`src/rtl/aud_irq_pkg.sv`:
```
package aud_irq_pkg;
  localparam int unsigned NUM_EVT = 6;
  localparam int unsigned DATA_W  = 8;

  // status / mute bit positions
  localparam int unsigned EV_EMPTY = 0;
  localparam int unsigned EV_FULL  = 1;
  localparam int unsigned EV_DONE  = 2;
  localparam int unsigned EV_RETRY = 3;
  localparam int unsigned EV_LOST  = 4;
  localparam int unsigned EV_ERROR = 5;

  // DMA mask bit that gates each status bit, indexed by status bit
  function automatic int unsigned mask_pos(input int unsigned ev);
    case (ev)
      EV_EMPTY: mask_pos = 0;
      EV_FULL:  mask_pos = 1;
      EV_DONE:  mask_pos = 7;
      EV_RETRY: mask_pos = 4;
      EV_LOST:  mask_pos = 5;
      default:  mask_pos = 6;
    endcase
  endfunction

  localparam logic [NUM_EVT-1:0] MUTE_RST = '1;
  localparam logic [DATA_W-1:0]  MASK_RST = '1;
endpackage

```
`src/rtl/aud_irq_regs.sv`:
```
module aud_irq_regs
  import aud_irq_pkg::*;
#(
  parameter int unsigned ADDR_W    = 16,
  parameter logic [15:0] OFS_STATUS = 16'h0109,
  parameter logic [15:0] OFS_MUTE   = 16'h0189,
  parameter logic [15:0] OFS_MASK   = 16'h3614
) (
  input  logic               clk,
  input  logic               rst_n,
  input  logic [ADDR_W-1:0]  addr_i,
  input  logic               wr_i,
  input  logic [DATA_W-1:0]  wdata_i,
  input  logic [NUM_EVT-1:0] status_i,
  output logic [NUM_EVT-1:0] mute_o,
  output logic [NUM_EVT-1:0] evt_en_o,
  output logic [NUM_EVT-1:0] clr_o,
  output logic [DATA_W-1:0]  rdata_o
);
  localparam int unsigned PAD_W = DATA_W - NUM_EVT;

  logic              sel_status, sel_mute, sel_mask;
  logic [NUM_EVT-1:0] mute_q;
  logic [DATA_W-1:0]  mask_q;

  assign sel_status = (addr_i == ADDR_W'(OFS_STATUS));
  assign sel_mute   = (addr_i == ADDR_W'(OFS_MUTE));
  assign sel_mask   = (addr_i == ADDR_W'(OFS_MASK));

  always_ff @(posedge clk or negedge rst_n) begin
    if (!rst_n) begin
      mute_q <= MUTE_RST;
      mask_q <= MASK_RST;
    end else if (wr_i) begin
      if (sel_mute) mute_q <= wdata_i[NUM_EVT-1:0];
      if (sel_mask) mask_q <= wdata_i;
    end
  end

  assign clr_o  = (wr_i && sel_status) ? wdata_i[NUM_EVT-1:0] : '0;
  assign mute_o = mute_q;

  for (genvar g = 0; g < NUM_EVT; g++) begin : g_gate
    assign evt_en_o[g] = ~mask_q[mask_pos(g)];
  end

  always_comb begin
    rdata_o = '0;
    if (sel_status)    rdata_o = {{PAD_W{1'b0}}, status_i};
    else if (sel_mute) rdata_o = {{PAD_W{1'b0}}, mute_q};
    else if (sel_mask) rdata_o = mask_q;
  end

  always_comb begin
    if (!(sel_status || sel_mute || sel_mask))
      p_unmapped_zero_r9: assert (rdata_o == '0);
  end
endmodule

```
`src/rtl/aud_irq_capture.sv`:
```
module aud_irq_capture
  import aud_irq_pkg::*;
(
  input  logic               clk,
  input  logic               rst_n,
  input  logic [NUM_EVT-1:0] evt_i,
  input  logic [NUM_EVT-1:0] evt_en_i,
  input  logic [NUM_EVT-1:0] clr_i,
  output logic [NUM_EVT-1:0] status_o
);
  logic [NUM_EVT-1:0] status_q;

  for (genvar g = 0; g < NUM_EVT; g++) begin : g_bit
    always_ff @(posedge clk or negedge rst_n) begin
      if (!rst_n)                     status_q[g] <= 1'b0;
      else if (evt_i[g] && evt_en_i[g]) status_q[g] <= 1'b1;
      else if (clr_i[g])              status_q[g] <= 1'b0;
    end
  end

  assign status_o = status_q;

  // every gated event shows up set one edge later, clear or not
  p_event_sets_r5: assert property (@(posedge clk) disable iff (!rst_n)
    ((($past(evt_i & evt_en_i)) & ~status_q) == '0));

  // a bit may only rise if its event was enabled
  p_masked_no_set_r3: assert property (@(posedge clk) disable iff (!rst_n)
    (((~$past(status_q)) & status_q & ~$past(evt_i & evt_en_i)) == '0));

  // a bit may only fall under a clearing write
  p_clear_only_w1c_r4: assert property (@(posedge clk) disable iff (!rst_n)
    (($past(status_q) & ~status_q & ~$past(clr_i)) == '0));
endmodule

```
`src/rtl/aud_irq_line.sv`:
```
module aud_irq_line
  import aud_irq_pkg::*;
(
  input  logic               clk,
  input  logic               rst_n,
  input  logic [NUM_EVT-1:0] status_i,
  input  logic [NUM_EVT-1:0] mute_i,
  output logic               irq_o
);
  logic irq_q;

  always_ff @(posedge clk or negedge rst_n) begin
    if (!rst_n) irq_q <= 1'b0;
    else        irq_q <= |(status_i & ~mute_i);
  end

  assign irq_o = irq_q;

  // level follows unmuted status with one edge of delay
  p_irq_follows_r6: assert property (@(posedge clk) disable iff (!rst_n)
    (irq_o == $past(|(status_i & ~mute_i))));

  // fully muted status never raises the line
  p_mute_blocks_r7: assert property (@(posedge clk) disable iff (!rst_n)
    ($past(mute_i) == '1) |-> !irq_o);
endmodule

```
`src/rtl/aud_dma_irq_ctrl.sv`:
```
module aud_dma_irq_ctrl
  import aud_irq_pkg::*;
#(
  parameter int unsigned ADDR_W     = 16,
  parameter logic [15:0] OFS_STATUS = 16'h0109,
  parameter logic [15:0] OFS_MUTE   = 16'h0189,
  parameter logic [15:0] OFS_MASK   = 16'h3614
) (
  input  logic              clk,
  input  logic              rst_n,
  input  logic [ADDR_W-1:0] reg_addr,
  input  logic              reg_wr,
  input  logic [7:0]        reg_wdata,
  output logic [7:0]        reg_rdata,
  input  logic [5:0]        evt_pulse,
  output logic              irq
);
  logic [NUM_EVT-1:0] status, mute, evt_en, clr;

  aud_irq_regs #(
    .ADDR_W(ADDR_W), .OFS_STATUS(OFS_STATUS),
    .OFS_MUTE(OFS_MUTE), .OFS_MASK(OFS_MASK)
  ) u_regs (
    .clk(clk), .rst_n(rst_n), .addr_i(reg_addr), .wr_i(reg_wr),
    .wdata_i(reg_wdata), .status_i(status), .mute_o(mute),
    .evt_en_o(evt_en), .clr_o(clr), .rdata_o(reg_rdata)
  );

  aud_irq_capture u_cap (
    .clk(clk), .rst_n(rst_n), .evt_i(evt_pulse), .evt_en_i(evt_en),
    .clr_i(clr), .status_o(status)
  );

  aud_irq_line u_line (
    .clk(clk), .rst_n(rst_n), .status_i(status), .mute_i(mute),
    .irq_o(irq)
  );
endmodule

```
`config.mk`:
```
export PLATFORM = sky130hd
export DESIGN_NAME = aud_dma_irq_ctrl
export DESIGN_NICKNAME = d
export VERILOG_FILES = /design/src/rtl/aud_irq_pkg.sv /design/src/rtl/aud_irq_regs.sv /design/src/rtl/aud_irq_capture.sv /design/src/rtl/aud_irq_line.sv /design/src/rtl/aud_dma_irq_ctrl.sv
export SDC_FILE = /design/constraint.sdc
export NUM_CORES = 1
export LEC_CHECK = 0
export ABC_AREA = 1
export CORE_AREA = 5 5 57 96
export CTS_CLUSTER_SIZE = 12
export DETAILED_ROUTE_END_ITERATION = 10
export DIE_AREA = 0 0 62 101
export DONT_BUFFER_PORTS = 1
export SYNTH_ARGS = -nofsm -noshare
export SYNTH_HDL_FRONTEND = slang
export SYNTH_SLANG_ARGS = --single-unit
```
`constraint.sdc`:
```
create_clock -name clk -period 1.3 [get_ports clk]
set_clock_uncertainty 0.2 [all_clocks]
set_input_delay 0.195 -clock clk [delete_from_list [all_inputs] [get_ports clk]]
set_output_delay 0.195 -clock clk [all_outputs]
set_load 0.05 [all_outputs]
```
Word level (Yosys, flattened, before mapping):

Index checks and enable logic that the tools add are counted.

* bits in writable memories: 0
* word-level logic and storage cells: 52
* bits in registers: 21
* latch bits: 0
* memories: 0
* output and inout bits: 9
* bits in read-only memories: 0
* bits of input ports: 33

* multiplexer cells: 16
* $mul: 0
* divide/modulo/power cells: 0
* eq/ne operators: 3
* $add $sub $neg: 0
* shift operators: 0
* bitwise gates (word level): 8
* reductions and logical operators: 16
* $lt $le $gt $ge: 0

Operators with widths (count)
* $eq A16 B9 Y1 const B: 2
* $mux W8: 3
* $eq A16 B14 Y1 const B: 1
* $mux W1: 12
* $reduce_bool A2 Y1: 6
* $logic_and A1 B1 Y1: 7
* $and A6 B6 Y6: 1
* $mux W6: 1
* $not A1 Y1: 6
* $not A6 Y6: 1
* $reduce_or A6 Y1: 1
* $reduce_and A2 Y1: 2

Longest topological paths before layout:

* word-level depth: 5
* gate-level depth with buffers: 9
* gate-level depth less buffers: 8

By module:

A second synthesis with hierarchy kept.

* cell total of the unflattened synthesis: 199
* area total of the unflattened synthesis: 1396.3 µm²

Modules (own cells, without submodules)
* aud_irq_regs: instances 1, cells an instance 151, seq. area each 367.9 µm², area an instance 1066.0 µm²
* aud_irq_capture: instances 1, cells an instance 30, seq. area each 150.1 µm², area an instance 240.2 µm²
* aud_irq_line: instances 1, cells an instance 18, seq. area each 25.0 µm², area an instance 90.1 µm²

Least setup slack after synthesis:

Ideal clock, no wire load.

* path type: input port to output port
* start point: input port reg_addr[15]
* end point: output port reg_rdata[6]
* cell stages on the path: 5
* data arrival time: 1.342 ns
* data required time: 0.905 ns
* path slack: -0.437 ns
* path buffers: 0
* path through: nor2_2 nand2_2 nor2_8 nand2_1 nor2_1

* cells in the longest elaborated chain, start to end: 4
* elaborated cells on any way between the ends: 6
* those cells by class: eq/ne (3); mux (3)

RTL lines
* from (decl): RTL line aud_dma_irq_ctrl.sv:11 `input logic [ADDR_W-1:0] reg_addr,`
* $eq A16 B14 Y1: RTL line aud_irq_regs.sv:28 `assign sel_mask = (addr_i == ADDR_W'(OFS_MASK));`
* $mux W8: RTL line aud_irq_regs.sv:51 `else if (sel_mask) rdata_o = mask_q;`
* $mux W8: RTL line aud_irq_regs.sv:50 `else if (sel_mute) rdata_o = {{PAD_W{1'b0}}, mute_q};`
* $mux W8 *: RTL line aud_irq_regs.sv:49 `if (sel_status) rdata_o = {{PAD_W{1'b0}}, status_i};`
* to (decl): RTL line aud_dma_irq_ctrl.sv:14 `output logic [7:0] reg_rdata,`

Every way passes the cells marked *; elsewhere a longest branch is shown, timed or not.

Final worst setup path:

* start point: register u_regs.mask_q[5]
* end point: output port reg_rdata[5]

* cells in the longest elaborated chain, start to end: 3

RTL lines
* from (decl): RTL line aud_irq_regs.sv:24 `logic [DATA_W-1:0] mask_q;`
* from (signal assigned): RTL line aud_irq_regs.sv:36 `if (sel_mask) mask_q <= wdata_i;`
* $mux W8: RTL line aud_irq_regs.sv:51
* $mux W8: RTL line aud_irq_regs.sv:50
* $mux W8: RTL line aud_irq_regs.sv:49

Every way passes these cells.

==> results.md <==
* Status: finished with violations
* Failing checks: negative hold slack, negative setup slack
* Dpl cells at 271
* Crit path largest cell delay at 550 ps
* Yosys reg bits at 21
* Top cells by area, synth: dfstp_2 26%, dfrtp_1 13%, nand2_1 11%, inv_1 9.7%, nand4_1 5.4%
* GPL Wtd Cong at 0.770
* Overflow after GRT at 0
* Final std cells w/o fill at 295
* Area of the mapped netlist at 1400 um2
* CTS root buffer: clkbuf_8
* Cell Int Power at 939 uW
* Critical path depth at 4
* Utilization after layout at 46.1%
* Worst-path clk slew at 80 ps
* Clock Tree Buf Depth at 2
* Die height at 101 um
* Total power divided by cell area at 576 nW/um2
* RSZ-0062 raised after global routing: yes
* Leak pwr at 0.000991 uW
* Class of the worst hold path: primary input to asynchronous set/reset pin
* DRC viols at 0
* Reg2Reg Depth at 6
* Die area at 6260 um2
* Avg Cell Area, Syn at 7.45 um2
* Row cnt at 33
* Synthesis Warnings at 0
* Layout Area Growth over Synthesis at 52.3%
* Flop pwr share at 53.4%
* Worst hold margin at -64.0 ps
* Vias in the first global route at 1384
* Final Worst Setup Slack at -353 ps
* Commonest cells after routing, fill and taps aside: 33 x nand2_1, 30 x buf_4, 24 x inv_1, 14 x dlygate4sd3_1, 14 x dfstp_2
* Via density at 4.61
* CP Data Required Time at 900 ps
* Crit path DAT at 1260 ps
* Crit Path Class: register to primary output
* H-tree depth at 1
* CP Max Fanout at 2
* Final setup fails at 9
* Sink Count at 21
* Worst skew pair latency at 260 ps
* Clk pwr share at 34.9%
* Worst path most repeated cell: nand3_1
* Crit path cell chain: nand3_1 > nand3_1 > nand2_2 > clkinvlp_4
* Drt total wl at 3.81 mm
* Max Fclk at 0.605 GHz
* Post-synth cell types at 21
* Core Area at 4620 um2
* IO Count at 42
* FILL cells at 492
* Largest net degree at the start of global routing at 22
* Wirelength per Cell at 12.9 um
* Endpoints failing hold at 7
* Buffers plus inverters on the worst setup path at 1
* TritonCTS Buffers at 3
* Die width at 62 um
* First DRT Iteration DRCs at 27
* Post-Synthesis Cells at 188
* Antenna violations before repair at 0
* Tmin final at 1650 ps
* Gr usage total at 13.3%
* Commonest non-fill, non-tap cell in the layout: nand2_1
* Psw at 289 uW
* First-pass GRT wire length at 6.24 mm
* Hpwl dp at 3.08 mm
* Syn Nets at 221
* Total number of vias at 1359
* Logic pwr share at 11.7%
* Post-DRT Antenna Nets at 0
* Top delay family on crit path: flip-flops
* Slowest CP cell: dfstp_2
* Max Cap Viol at 0
* Yosys top cell by area: dfstp_2
* Final Cycle Share at 127%
* Slew margin rel. at 38.8%
* Sw frac at 23.5%
* TritonCTS clock tree: built
* Setup crit start kind: register
* N_diodes at 0
* Final Max Slew Viols at 0
* Critical Path Sink Type: primary output
* DR pass1 iterations at 4
* Maximum VDD drop at 0.468 mV
* Starting Density at 30.3%
* Final Net Count at 277
* Port Buffers at 0
* Setup TNS at -2550 ps
* Seq/Total Area, Yosys at 38.8%
* Worst Max-Slew Pin Slew at 918 ps
* Layout cells sized above 1 at 47.7%
* Synth top area share at 26.3%
## power groups by stage
stage                     clock [uW]  sequential [uW]  combinational (uW)
final                            428              656                 144
after global routing             457              655                 160
after CTS                        431              656                 145
after detailed placement           0              667                90.2
after global placement             0              667                89.2
after floorplan                    0              667                66.8
## synthesized netlist by cell type (all sizes together)
cell type	n
inv	38
nand4	12
o22ai	2
nor2	27
nand2	48
o221ai	1
o21ai	20
dfrtp	7
buf	3
dfstp	14
nand3	16
## area by class of cell
| class | count | area (um2) | area share, % |
|---|---|---|---|
| Inverter | 38 | 178 | 8.33 |
| Timing Repair Buffer | 54 | 505 | 23.7 |
| Multi-Input combinational cell | 126 | 795 | 37.3 |
| Tap cell | 52 | 65.1 | 3.05 |
| Clock inverter | 1 | 5.00 | 0.235 |
| Clock buffer | 3 | 41.3 | 1.94 |
| Sequential cell | 21 | 543 | 25.5 |
## worst register-to-register path, delay by kind of cell, from the launching register on
kind / cells / cell delay, ps
simple gates: 1 / 100
buf+inv: 3 / 260
flops: 1 / 540
compound gates: 2 / 180
## what timing repair did
item	in CTS	in global routing
endpoints found under the setup margin	9	35
resized for setup	17	3
pin swaps	23	5
hold buffers	15	0
setup buffers	2	3
endpoints found under the hold margin	41	0
## cell families (layout without fill, tap and decap cells)
group | count (synthesis) | after routing | synth area share [%]
simple gates | 103 | 103 | 38.2
buf+inv | 41 | 96 | 12.2
compound gates | 23 | 23 | 10.8
flops | 21 | 21 | 38.8
## worst paths after layout
check                            startpoint                end  slack [ps]
setup / recovery           u_regs.mask_q[5]       reg_rdata[5]        -350
hold / removal                        rst_n  u_cap.status_o[1]         -60
setup reg to reg           u_regs.mute_o[2]       u_line.irq_o        -130
hold reg to reg            u_regs.mask_q[7]   u_regs.mask_q[7]         290
max in group asynchronous             rst_n  u_cap.status_o[3]         400
min in group clk                     reg_wr   u_regs.mask_q[2]          20
## metal layers
metal  global-route usage (%)  up-vias  wire [um]  share of wire [%]
li1                         -      704          -                  -
met1                     14.6      626       1360                 36
met2                     24.8       27       2250                 59
met3                     1.03        2        142                3.7
met4                     4.90        0         50                1.3
met5                        0        -          0                  0
## stage by stage
stage	instance area [um2]	power (uW)	worst slack [ps]	hold slack [ps]
6_report	2130	1230	-353	-64.0
5_1_grt	2130	1270	-417	19.4
4_1_cts	2100	1230	-352	19.5
3_5_place_dp	1830	757	-252	-300
3_3_place_gp	1830	756	-244	-300
2_1_floorplan	1500	733	-208	-301
## flip-flops by register name, summed over array words and instances, names as in the netlist
name            count
u_cap.status_o      6
u_regs.mask_q       8
u_regs.mute_o       6
u_line.irq_o        1
No activity file was read; power rests on OpenSTA's default activity.
